**src/rtl/dyn_gain_pkg.sv**
```systemverilog
package dyn_gain_pkg;

  typedef enum logic {
    MODE_UNITY = 1'b0,
    MODE_BOOST = 1'b1
  } gain_mode_e;

  localparam logic [31:0] DEF_ATT_HYST  = 32'h0000_0100;
  localparam logic [31:0] DEF_REL_HYST  = 32'h0000_0300;
  localparam logic [31:0] DEF_ATT_DEB   = 32'h0000_0200;
  localparam logic [31:0] DEF_REL_DEB   = 32'h0004_B000;
  localparam logic [31:0] DEF_ATT_ALPHA = 32'h50FC_645C;
  localparam logic [31:0] DEF_ATT_BETA  = 32'h2F03_9BA4;
  localparam logic [31:0] DEF_REL_ALPHA = 32'h7FB5_1650;
  localparam logic [31:0] DEF_REL_BETA  = 32'h004A_E9B0;

  // Threshold in dB Q8; codes above 9 fold onto 9.
  function automatic logic signed [31:0] thr_from_code(input logic [3:0] code);
    int c;
    c = (code > 4'd9) ? 9 : int'(code);
    return 32'(-(12 + 6 * c) * 256);
  endfunction

  // Maximum gain in dB Q8; code 15 folds onto 14.
  function automatic logic [31:0] max_from_code(input logic [3:0] code);
    int c;
    c = (code == 4'd15) ? 14 : int'(code);
    return 32'(2 * (c + 1) * 256);
  endfunction

endpackage

```
**src/rtl/dyn_gain_decide.sv**
```systemverilog
module dyn_gain_decide
  import dyn_gain_pkg::*;
#(
  parameter int LVL_W = 16,
  parameter int CNT_W = 24
) (
  input  logic                    clk,
  input  logic                    rst,
  input  logic                    acc,
  input  logic signed [LVL_W-1:0] lvl,
  input  logic signed [31:0]      thr_q8,
  input  logic [31:0]             att_hy,
  input  logic [31:0]             rel_hy,
  input  logic [CNT_W-1:0]        att_lim,
  input  logic [CNT_W-1:0]        rel_lim,
  output gain_mode_e              mode_nxt
);
  localparam int CMP_W = 34;

  gain_mode_e       mode_q;
  logic [CNT_W-1:0] att_cnt, rel_cnt, att_nxt, rel_nxt;
  logic [CNT_W:0]   att_inc, rel_inc;
  logic signed [CMP_W-1:0] lvl_x, thr_x, lo_bound, hi_bound;
  logic is_low, is_high;

  assign lvl_x    = CMP_W'(lvl);
  assign thr_x    = CMP_W'(thr_q8);
  assign lo_bound = thr_x - CMP_W'($signed(rel_hy));
  assign hi_bound = thr_x + CMP_W'($signed(att_hy));
  assign is_low   = lvl_x < lo_bound;
  assign is_high  = lvl_x > hi_bound;
  assign att_inc  = {1'b0, att_cnt} + 1'b1;
  assign rel_inc  = {1'b0, rel_cnt} + 1'b1;

  always_comb begin
    mode_nxt = mode_q;
    att_nxt  = att_cnt;
    rel_nxt  = rel_cnt;
    if (mode_q == MODE_UNITY) begin
      if (!is_low) begin
        rel_nxt = '0;
      end else if (rel_inc >= {1'b0, rel_lim}) begin
        mode_nxt = MODE_BOOST;
        rel_nxt  = '0;
        att_nxt  = '0;
      end else begin
        rel_nxt = rel_inc[CNT_W-1:0];
      end
    end else begin
      if (!is_high) begin
        att_nxt = '0;
      end else if (att_inc >= {1'b0, att_lim}) begin
        mode_nxt = MODE_UNITY;
        rel_nxt  = '0;
        att_nxt  = '0;
      end else begin
        att_nxt = att_inc[CNT_W-1:0];
      end
    end
  end

  always_ff @(posedge clk) begin
    if (rst) begin
      mode_q  <= MODE_UNITY;
      att_cnt <= '0;
      rel_cnt <= '0;
    end else if (acc) begin
      mode_q  <= mode_nxt;
      att_cnt <= att_nxt;
      rel_cnt <= rel_nxt;
    end
  end

  // a level not below the release bound never starts a boost
  a_r4_no_early_boost: assert property (@(posedge clk) disable iff (rst)
    (acc && mode_q == MODE_UNITY && !(lvl_x < lo_bound)) |=> mode_q == MODE_UNITY);

  // mode stays put without an accepted level
  a_r10_hold_mode: assert property (@(posedge clk) disable iff (rst)
    !acc |=> $stable(mode_q));

endmodule

```
**src/rtl/dyn_gain_smooth.sv**
```systemverilog
module dyn_gain_smooth
  import dyn_gain_pkg::*;
#(
  parameter int EXT_W = 16
) (
  input  logic        clk,
  input  logic        rst,
  input  logic        acc,
  input  gain_mode_e  mode_nxt,
  input  logic [31:0] max_q8,
  input  logic [31:0] att_a,
  input  logic [31:0] att_b,
  input  logic [31:0] rel_a,
  input  logic [31:0] rel_b,
  output logic signed [31:0] g_q
);
  localparam int PROD_W = 64;

  logic signed [31:0]       max_ext, tgt, a_sel, b_sel, g_nxt;
  logic signed [PROD_W-1:0] p_a, p_b, sum, shifted;

  assign max_ext = $signed(max_q8 << EXT_W);
  assign a_sel   = $signed((mode_nxt == MODE_BOOST) ? rel_a : att_a);
  assign b_sel   = $signed((mode_nxt == MODE_BOOST) ? rel_b : att_b);
  assign tgt     = (mode_nxt == MODE_BOOST) ? max_ext : 32'sd0;
  assign p_a     = PROD_W'(a_sel) * PROD_W'(g_q);
  assign p_b     = PROD_W'(b_sel) * PROD_W'(tgt);
  assign sum     = p_a + p_b;
  assign shifted = sum >>> 31;

  always_comb begin
    if (shifted < 0)                    g_nxt = 32'sd0;
    else if (shifted > PROD_W'(max_ext)) g_nxt = max_ext;
    else                                g_nxt = shifted[31:0];
  end

  always_ff @(posedge clk) begin
    if (rst)      g_q <= 32'sd0;
    else if (acc) g_q <= g_nxt;
  end

  // every update lands inside [0, max]
  a_r7_in_range: assert property (@(posedge clk) disable iff (rst)
    acc |=> (g_q >= 0 && g_q <= $past(max_ext)));

  // unity mode from zero gain stays at zero
  a_r6_unity_zero: assert property (@(posedge clk) disable iff (rst)
    (acc && mode_nxt == MODE_UNITY && g_q == 0) |=> g_q == 0);

endmodule

```
**src/rtl/dyn_gain_ctrl.sv**
```systemverilog
module dyn_gain_ctrl
  import dyn_gain_pkg::*;
#(
  parameter int LVL_W  = 16,
  parameter int GAIN_W = 16,
  parameter int CNT_W  = 24,
  parameter int EXT_W  = 16
) (
  input  logic                    clk,
  input  logic                    rst,
  input  logic                    lvl_valid,
  output logic                    lvl_ready,
  input  logic signed [LVL_W-1:0] lvl_db,
  output logic                    gain_valid,
  input  logic                    gain_ready,
  output logic [GAIN_W-1:0]       gain_db,
  input  logic [3:0]              thr_code,
  input  logic [3:0]              max_code,
  input  logic                    ovr_en,
  input  logic [31:0]             att_hyst,
  input  logic [31:0]             rel_hyst,
  input  logic [31:0]             att_deb,
  input  logic [31:0]             rel_deb,
  input  logic [31:0]             att_alpha,
  input  logic [31:0]             att_beta,
  input  logic [31:0]             rel_alpha,
  input  logic [31:0]             rel_beta
);
  localparam int DEB_SH = 8;

  logic             acc;
  gain_mode_e       mode_nxt;
  logic signed [31:0] g_q;
  logic [31:0]      e_ahy, e_rhy, e_adb, e_rdb, e_aa, e_ab, e_ra, e_rb;

  assign e_ahy = ovr_en ? att_hyst  : DEF_ATT_HYST;
  assign e_rhy = ovr_en ? rel_hyst  : DEF_REL_HYST;
  assign e_adb = ovr_en ? att_deb   : DEF_ATT_DEB;
  assign e_rdb = ovr_en ? rel_deb   : DEF_REL_DEB;
  assign e_aa  = ovr_en ? att_alpha : DEF_ATT_ALPHA;
  assign e_ab  = ovr_en ? att_beta  : DEF_ATT_BETA;
  assign e_ra  = ovr_en ? rel_alpha : DEF_REL_ALPHA;
  assign e_rb  = ovr_en ? rel_beta  : DEF_REL_BETA;

  assign lvl_ready = !gain_valid || gain_ready;
  assign acc       = lvl_valid && lvl_ready;

  dyn_gain_decide #(.LVL_W(LVL_W), .CNT_W(CNT_W)) u_decide (
    .clk      (clk),
    .rst      (rst),
    .acc      (acc),
    .lvl      (lvl_db),
    .thr_q8   (thr_from_code(thr_code)),
    .att_hy   (e_ahy),
    .rel_hy   (e_rhy),
    .att_lim  (CNT_W'(e_adb >> DEB_SH)),
    .rel_lim  (CNT_W'(e_rdb >> DEB_SH)),
    .mode_nxt (mode_nxt)
  );

  dyn_gain_smooth #(.EXT_W(EXT_W)) u_smooth (
    .clk      (clk),
    .rst      (rst),
    .acc      (acc),
    .mode_nxt (mode_nxt),
    .max_q8   (max_from_code(max_code)),
    .att_a    (e_aa),
    .att_b    (e_ab),
    .rel_a    (e_ra),
    .rel_b    (e_rb),
    .g_q      (g_q)
  );

  always_ff @(posedge clk) begin
    if (rst)      gain_valid <= 1'b0;
    else if (acc) gain_valid <= 1'b1;
    else if (gain_ready) gain_valid <= 1'b0;
  end

  assign gain_db = GAIN_W'(g_q >>> EXT_W);

  // a stalled result holds still
  a_r9_hold_result: assert property (@(posedge clk) disable iff (rst)
    (gain_valid && !gain_ready) |=> (gain_valid && $stable(gain_db)));

  // an accepted level always yields a result next edge
  a_r9_result_follows: assert property (@(posedge clk) disable iff (rst)
    acc |=> gain_valid);

endmodule

```
**config.mk**
```make
export PLATFORM = sky130hd
export DESIGN_NAME = dyn_gain_ctrl
export DESIGN_NICKNAME = d
export VERILOG_FILES = /design/src/rtl/dyn_gain_pkg.sv /design/src/rtl/dyn_gain_decide.sv /design/src/rtl/dyn_gain_smooth.sv /design/src/rtl/dyn_gain_ctrl.sv
export SDC_FILE = /design/constraint.sdc
export NUM_CORES = 2
export LEC_CHECK = 0
export BUFFER_PORTS_ARGS = -buffer_cell sky130_fd_sc_hd__buf_2
export CORE_MARGIN = 5
export CORE_UTILIZATION = 50
export CTS_CLUSTER_SIZE = 10
export DETAILED_ROUTE_END_ITERATION = 8
export PLACE_DENSITY = 0.72
export SYNTH_ARGS = -nofsm -noshare
export SYNTH_HDL_FRONTEND = slang
export SYNTH_SLANG_ARGS = --single-unit
```
**constraint.sdc**
```tcl
create_clock -name clk -period 28.2 [get_ports clk]
set_input_delay 2.82 -clock clk [delete_from_list [all_inputs] [get_ports clk]]
set_output_delay 2.82 -clock clk [all_outputs]
set_load 0.02 [all_outputs]
```
Word level (Yosys, flattened, before mapping)
Index checks and enable logic that the tools add are counted.
- register bits after elaboration: 82
- input port bits: 285
- output and inout port bits: 18
- logic and storage cells: 66
- add/subtract/negate cells: 8
- multipliers: 3
- magnitude comparators: 7
- eq/ne operators: 3
- multiplexer cells: 32
- reduce and logical (&&, ||, !) cells: 8
- operators with widths (operator ; number):
    $mux W32 ; 12
    $mux W24 ; 10
    $add A64 B64 Y64 ; 1
    $mul A32 B32 Y64 ; 1
    $mul A32 B31 Y63 ; 1
    $add A24 B1 Y25 const B ; 2
    $ge A25 B24 Y1 ; 2
    $add A32 B32 Y33 ; 1
    $gt A16 B33 Y1 ; 1
    $gt A33 B31 Y1 ; 1
    $lt A16 B33 Y1 ; 1
    $lt A33 B1 Y1 const B ; 1
    $sub A32 B32 Y33 ; 1
    $mux W30 ; 1
    $neg A8 Y24 ; 1
    $add A4 B7 Y8 const A ; 1
    $mux W4 ; 2
    $mux W1 ; 7
    $mul A2 B4 Y6 const A ; 1
    $reduce_and A3 Y1 ; 2
    $reduce_bool A2 Y1 ; 3
    $add A4 B1 Y5 const B ; 1
    $eq A4 B4 Y1 const B ; 1
    $gt A4 B4 Y1 const B ; 1
    other kinds (4) ; 5

Depth between registers and ports, before layout
- depth in word-level cells: 15
- gate-level depth with buffers: 95
- gate-level depth less buffers: 87

Cells and area by module
From an unflattened synthesis, not the netlist that was laid out.
- cells, all modules: 7804
- area total of the unflattened synthesis: 69395.3 µm²
- by module, submodules not included (module ; times used ; cells an instance ; area an instance (µm²) ; seq. area each (µm²)):
    dyn_gain_smooth ; 1 ; 6371 ; 58591.2 ; 640.6
    dyn_gain_decide ; 1 ; 1122 ; 8847.2 ; 980.9
    dyn_gain_ctrl ; 1 ; 311 ; 1956.9 ; 20.0

Worst setup path after synthesis
OpenSTA, ideal clock, no wires.
- path type: input -> register
- from: input ovr_en
- to: register u_smooth.g_q[21]
- setup time: 67 ps
- arrival time: 24168 ps
- required time: 28133 ps
- path slack: 3965 ps
- stages on the path: 94
- path buffers: 13
- path through: clkbuf_1 > buf_1 > buf_1 > clkbuf_1 > clkbuf_1 > buf_1 > nand2_1 > ha_1 > o21a_1 > a31oi_1 > o21bai_1 > a21oi_1 > o21ai_0 > o21a_1 > a21o_1 > a21o_1 > nor3_1 > nand2_1 > [... 58 more ...] > o21bai_1 > a221o_1 > and2_1 > nor3_1 > a21o_1 > o21ai_0 > a31oi_1 > xnor2_1 > ha_1 > and3_1 > nand3_1 > or4_1 > nor4_2 > and4b_1 > buf_4 > o21ai_2 > buf_6 > o21ai_2
- longest elaborated chain between the ends: 11
- elaborated cells between the ends (all ways): 29
- those cells by class: 3 x add/sub; 2 x mul; 6 x order compare; 18 x mux
- RTL lines (what ; RTL line ; text):
    from (decl) ; dyn_gain_ctrl.sv:19 ; input logic ovr_en,
    $mux W32, on equally long branches ; -- ;
    $sub A32 B32 Y33, or another cell as far along ; dyn_gain_decide.sv:28 ; assign lo_bound = thr_x - CMP_W'($signed(rel_hy));
    $lt A16 B33 Y1, or another cell as far along ; dyn_gain_decide.sv:30 ; assign is_low = lvl_x < lo_bound;
    $mux W1, on equally long branches ; dyn_gain_decide.sv:40, dyn_gain_decide.sv:50 ;
    $mux W1 ; dyn_gain_decide.sv:39 ; if (mode_q == MODE_UNITY) begin
    $mux W32, or another cell as far along ; dyn_gain_smooth.sv:23 ; assign a_sel = $signed((mode_nxt == MODE_BOOST) ? rel_a : att_a);
    $mul A32 B32 Y64 or $mul A32 B31 Y63 (tied branches) ; dyn_gain_smooth.sv:26, dyn_gain_smooth.sv:27 ;
    $add A64 B64 Y64 (*) ; dyn_gain_smooth.sv:28 ; assign sum = p_a + p_b;
    $gt A33 B31 Y1 ; dyn_gain_smooth.sv:33 ; else if (shifted > PROD_W'(max_ext)) g_nxt = max_ext;
    $mux W32 ; dyn_gain_smooth.sv:33 ;
    $mux W32 (*) ; dyn_gain_smooth.sv:32 ; if (shifted < 0) g_nxt = 32'sd0;
    to (signal assigned) ; dyn_gain_smooth.sv:39 ; else if (acc) g_q <= g_nxt;
    to (decl) ; dyn_gain_smooth.sv:15 ; output logic signed [31:0] g_q
Mark *: on every way between the ends. The rest lies on a longest branch, timed or not.
A chain may end at the register's enable or synchronous reset.

Worst setup path in the final report
- from: input thr_code[3]
- to: register u_smooth.g_q[2]
- longest elaborated chain between the ends: 15
- elaborated cells between the ends (all ways): 22
- those cells by class: 5 x add/sub; 3 x mul; 5 x order compare; 9 x mux
- RTL lines (what ; RTL line ; text):
    from (decl) ; dyn_gain_ctrl.sv:17 ; input logic [3:0] thr_code,
    $gt A4 B4 Y1 ; dyn_gain_pkg.sv:20 ; c = (code > 4'd9) ? 9 : int'(code);
    $mux W4 (*) ; dyn_gain_pkg.sv:20 ;
    $mul A2 B4 Y6 (*) ; dyn_gain_pkg.sv:21 ; return 32'(-(12 + 6 * c) * 256);
    $add A4 B7 Y8 (*) ; dyn_gain_pkg.sv:21 ;
    $neg A8 Y24 (*) ; dyn_gain_pkg.sv:21 ;
    $sub A32 B32 Y33 or $add A32 B32 Y33 (tied branches) ; dyn_gain_decide.sv:28, dyn_gain_decide.sv:29 ;
    $lt A16 B33 Y1 or $gt A16 B33 Y1 (tied branches) ; dyn_gain_decide.sv:30, dyn_gain_decide.sv:31 ;
    $mux W1, on equally long branches ; dyn_gain_decide.sv:40, dyn_gain_decide.sv:50 ;
    $mux W1 (*) ; dyn_gain_decide.sv:39 ;
    $mux W32, or another cell as far along ; dyn_gain_smooth.sv:23 ;
    $mul A32 B32 Y64 or $mul A32 B31 Y63 (tied branches) ; dyn_gain_smooth.sv:26, dyn_gain_smooth.sv:27 ;
    $add A64 B64 Y64 (*) ; dyn_gain_smooth.sv:28 ;
    $gt A33 B31 Y1 ; dyn_gain_smooth.sv:33 ;
    $mux W32 ; dyn_gain_smooth.sv:33 ;
    $mux W32 (*) ; dyn_gain_smooth.sv:32 ;
Marked as above.

==> summary.md <==
| Metric | Value |
|---|---|
| Post-Synthesis Mean Instance Area | `about 8.7 sq um` |
| Fraction of the cycle the final worst path needs | `between 90% and 100%` |
| Cell count of the worst hold path | `2` |
| Number of library cell types mapped by synthesis | `between 80 and 90` |
| Max Cap Viol | `0` |
| Maximum root-to-sink buffer count | `2` |
| Number of filler instances in the final layout | `between 10000 and 15000` |
| Power per standard cell area | `75.2 mW/mm^2` |
| Number of resized instances in the post-cts repair step | `0` |
| Static power due to leakage | `between 20 and 30 nW` |
| Worst endpoint required time | `between 20 and 30 ns` |
| R2r startpoint | `u_decide.rel_cnt[2]$_SDFFE_PP0P_` |
| Element type at the critical path end | `register` |
| Detailed Route WL | `roughly 160 mm` |
| Unrepaired setup endpoints after global routing | `false` |
| Worst stage delay on the critical path | `about 0.87 ns` |
| Final Hold Violating Endpoints | `0` |
| Floorplan die width | `about 340 um` |
| Total standard cell area after synthesis | `0.0555 sq mm` |
| Setup-failing EPs final | `0` |
| Worst-case setup slack after placement | `2.12 ns` |
| Starting Density | `between 50% and 60%` |
| Boundary pin count | `slightly above 300` |
| Later-pin clock latency in the skew report | `0.37 ns` |
| Data arrival, critical path | `around 26 ns` |
| Detail Placement HPWL | `about 120 mm` |
| Number of antenna violations at the first check in global routing | `6` |
| Number of nets in the layout | `8600` |
| CTS tree | `done` |
| Sinks on Clock Net | `82` |
| Clk_skew | `0.0162 ns` |
| Gpl congestion | `roughly 0.95` |
| Final ANT Viol Nets | `0` |
| Vias per cell | `around 5.5` |
| Critical-path maximum fanout | `32` |
| Final-report max-slew violation count | `0` |
| Library cell used as clock root buffer | `sky130_fd_sc_hd__clkbuf_16` |
| Total congestion overflow after global routing | `0` |
| Syn-to-layout area delta | `5.33%` |
| Worst Max-Slew Pin Slew | `1.34 ns` |
| Min-delay worst type | `register to register` |
| Floorplan die height | `about 340 um` |
| Worst r2r dst | `u_smooth.g_q[2]$_SDFFE_PP0P_` |
| # hold bufs at CTS | `0` |
| Via count of the first global-routing pass | `between 40000 and 50000` |
| Global-route wire length before repair | `~250 mm` |
| Total setup buffers inserted after CTS | `0` |
| Worst hold path endpoint | `u_smooth.g_q[12]$_SDFFE_PP0P_` |
| Number of H-tree levels | `3` |
| Count of vias placed by the detailed router | `roughly 44000` |
| Nature of the critical path startpoint | `input pin` |
| Flops & latches, synth | `between 80 and 90` |
| CTS buffer count | `9` |
| Worst min-delay path startpoint | `u_smooth.g_q[12]$_SDFFE_PP0P_` |
| VDD IR max | `113 uV` |
| Average wire per standard cell | `around 20 um` |
| Most instantiated flip-flop cell in the synthesis netlist | `sky130_fd_sc_hd__dfxtp_1` |
| Maximum number of pins on one net before global-route repair | `80` |
| Number of DRC markers after the initial detailed-route iteration | `approximately 2700` |
| Overall power consumption | `roughly 4.4 mW` |
| Setup slack of the critical path after layout | `2.31 ns` |
| R2r setup slk | `6.96 ns` |
| Share of flip-flops with an asynchronous set or reset | `0%` |
| Syn Inst Count | `6400` |
| Buffers on Ports | `~250` |
| Synthesis warning total | `0` |
| Top achievable clock speed | `0.0386 GHz` |
| Count of cells along the worst register-to-register path | `76` |
| Die area | `0.118 sq mm` |
| Worst Path Class, Setup | `input pin to register` |
| Setup total negative slack | `0 ns` |
| Count of flip-flops with a built-in enable after synthesis | `0` |
| Result of the run | `completed` |
| Post-Route Hold Slack | `about 0.45 ns` |
| DR DRC count | `0` |
| Slew headroom | `10.2%` |
| Min Clock Period, post-route | `25.89 ns` |
| Critical-path cell with the highest stage delay | `sky130_fd_sc_hd__a21oi_1` |
| Clock slew at reported path FFs | `about 0.07 ns` |
| Most Frequent Cell on Critical Path | `sky130_fd_sc_hd__fa_1` |
| Fraction of layout cells with a size suffix above 1 | `roughly 6.5%` |
| Area of the core | `0.111 sq mm` |
| Num rows | `~120` |
| Overall Global Routing Usage | `26.9%` |
| Sequential-to-total area share from yosys stat | `2.96%` |
| Number of iterations in the first detailed-routing pass | `6` |
-- worst max-delay path by stage --
stage	start	slack (ns)	endpoint
3_3_place_gp	thr_code[3]	2.40	u_smooth.g_q[11]$_SDFFE_PP0P_
2_1_floorplan	ovr_en	3.97	u_smooth.g_q[21]$_SDFFE_PP0P_
5_1_grt	thr_code[3]	0.77	u_smooth.g_q[11]$_SDFFE_PP0P_
3_5_place_dp	thr_code[3]	2.12	u_smooth.g_q[11]$_SDFFE_PP0P_
4_1_cts	thr_code[3]	2.43	u_smooth.g_q[11]$_SDFFE_PP0P_
6_report	thr_code[3]	2.31	u_smooth.g_q[2]$_SDFFE_PP0P_
-- critical path, delay by kind of cell --
kind	cells	cell delay (ns)
adders and majority gates	22	9.10
AOI/OAI and AO/OA	26	6.98
and+or+nand+nor	21	4.77
buffers and inverters	11	0.75
muxes	3	1.26
xor gates and xnor gates	3	0.40
-- sequential cells by signal, summed over array words and instances, names as in the netlist --
signal            cells
u_smooth.g_q         32
u_decide.att_cnt     24
u_decide.rel_cnt     24
gain_valid            1
u_decide.mode_q       1
-- metal layers --
layer	global-route usage, %	wire, um	up-vias
li1	-	-	19400
met1	34.0	58800	21900
met2	45.4	73800	1857
met3	5.78	15400	503
met4	10.3	7430	4
met5	0	34	-
-- synth_stat cells, drive strengths merged (4+ instances only) --
master   instances  share of area, %
and3            63              0.71
mux2i           37              0.69
a22o             9              0.14
nand4           49              0.55
nor3            48              0.44
o21a            18              0.24
o311ai           6              0.11
dfxtp           82               3.0
nand3           77              0.69
or2             10              0.11
a21o            68              0.92
nand2b          32              0.36
inv           1417               9.6
a311oi           7              0.11
o21bai          15              0.20
a211oi          15              0.21
a32oi           10              0.16
ha             587                13
a2111oi          4             0.063
a31oi           20              0.23
a221oi           4             0.063
nor4            14              0.17
and4             4             0.063
nor2b           16              0.18
o211ai          13              0.18
buf             44              0.44
xor2            80               1.3
o31ai            5             0.068
a21boi           6             0.088
fa            1284                46
a211o            6             0.095
clkbuf         253               1.7
o21ai          125               1.2
and2           241               2.7
nor2           335               2.3
a21oi          181               1.6
nor3b            7             0.095
xnor2          101               1.6
nand3b          18              0.24
nand2         1026               6.9
or3             23              0.26
-- stage by stage --
stage	utilization, %	instances	instance area (sq um)
6_report	52.9	7941	58400
5_1_grt	52.9	7939	58400
4_1_cts	52.9	7937	58400
3_5_place_dp	52.6	7921	58100
3_3_place_gp	52.6	7921	58100
2_1_floorplan	-	6401	55500
-- report_power, final --
| group | switching, mW | internal, mW | total [mW] |
|---|---|---|---|
| logic | 2.54 | 1.56 | 4.10 |
| registers | 0.0427 | 0.128 | 0.171 |
| clock network | 0.0586 | 0.0623 | 0.121 |
-- area by class of cell --
class                      count  area [sq um]  area share [%]
tap                         1488          1860            3.19
sequential                    82          1650            2.82
multi-input combinational   4604         47500            81.2
timing repair buffer         329          1840            3.15
inverter                    1418          5320            9.11
clock inverter                 7          72.6           0.124
clock buffer                   9           225           0.385
antenna                        4          10.0          0.0171
-- cell families after synthesis --
logic type      share of synthesized area [%]
xor+xnor                                 2.86
other cells                           0.00676
buf+inv                                  11.7
fa+ha+maj                                59.6
compound gates                           6.14
flops                                    2.96
simple gates                             16.0
mux                                     0.751
-- layout by cell type (no fill, tap or decap), types with 7 or more instances in the layout --
master                      count
sky130_fd_sc_hd__xor2_1        80
sky130_fd_sc_hd__nand4_1       49
sky130_fd_sc_hd__nor2b_1       16
sky130_fd_sc_hd__a211oi_1      14
sky130_fd_sc_hd__dfxtp_1       75
sky130_fd_sc_hd__a21o_1        68
sky130_fd_sc_hd__a311oi_1       7
sky130_fd_sc_hd__or3_1         23
sky130_fd_sc_hd__a21oi_1      171
sky130_fd_sc_hd__nand2b_1      32
sky130_fd_sc_hd__a31oi_1       20
sky130_fd_sc_hd__o211ai_1      13
sky130_fd_sc_hd__and2_1       241
sky130_fd_sc_hd__nor2_1       321
sky130_fd_sc_hd__buf_2        253
sky130_fd_sc_hd__nand3b_1      18
sky130_fd_sc_hd__xnor2_1      101
sky130_fd_sc_hd__dfxtp_2        7
sky130_fd_sc_hd__nor3b_1        7
sky130_fd_sc_hd__buf_4         75
sky130_fd_sc_hd__ha_1         587
sky130_fd_sc_hd__a22o_1         9
sky130_fd_sc_hd__clkbuf_16      9
sky130_fd_sc_hd__o21a_1        18
sky130_fd_sc_hd__a21oi_2        9
sky130_fd_sc_hd__or2_2         10
sky130_fd_sc_hd__fa_1        1284
sky130_fd_sc_hd__nand3_1       77
sky130_fd_sc_hd__nor3_1        47
sky130_fd_sc_hd__o21bai_1      15
sky130_fd_sc_hd__and3_1        62
sky130_fd_sc_hd__inv_1       1417
sky130_fd_sc_hd__mux2i_1       36
sky130_fd_sc_hd__a32oi_1       10
sky130_fd_sc_hd__nor2_2         8
sky130_fd_sc_hd__o21ai_0      113
sky130_fd_sc_hd__o21ai_2       12
sky130_fd_sc_hd__nand2_1     1020
sky130_fd_sc_hd__nor4_1        13
(Power assumes the default switching activity.)
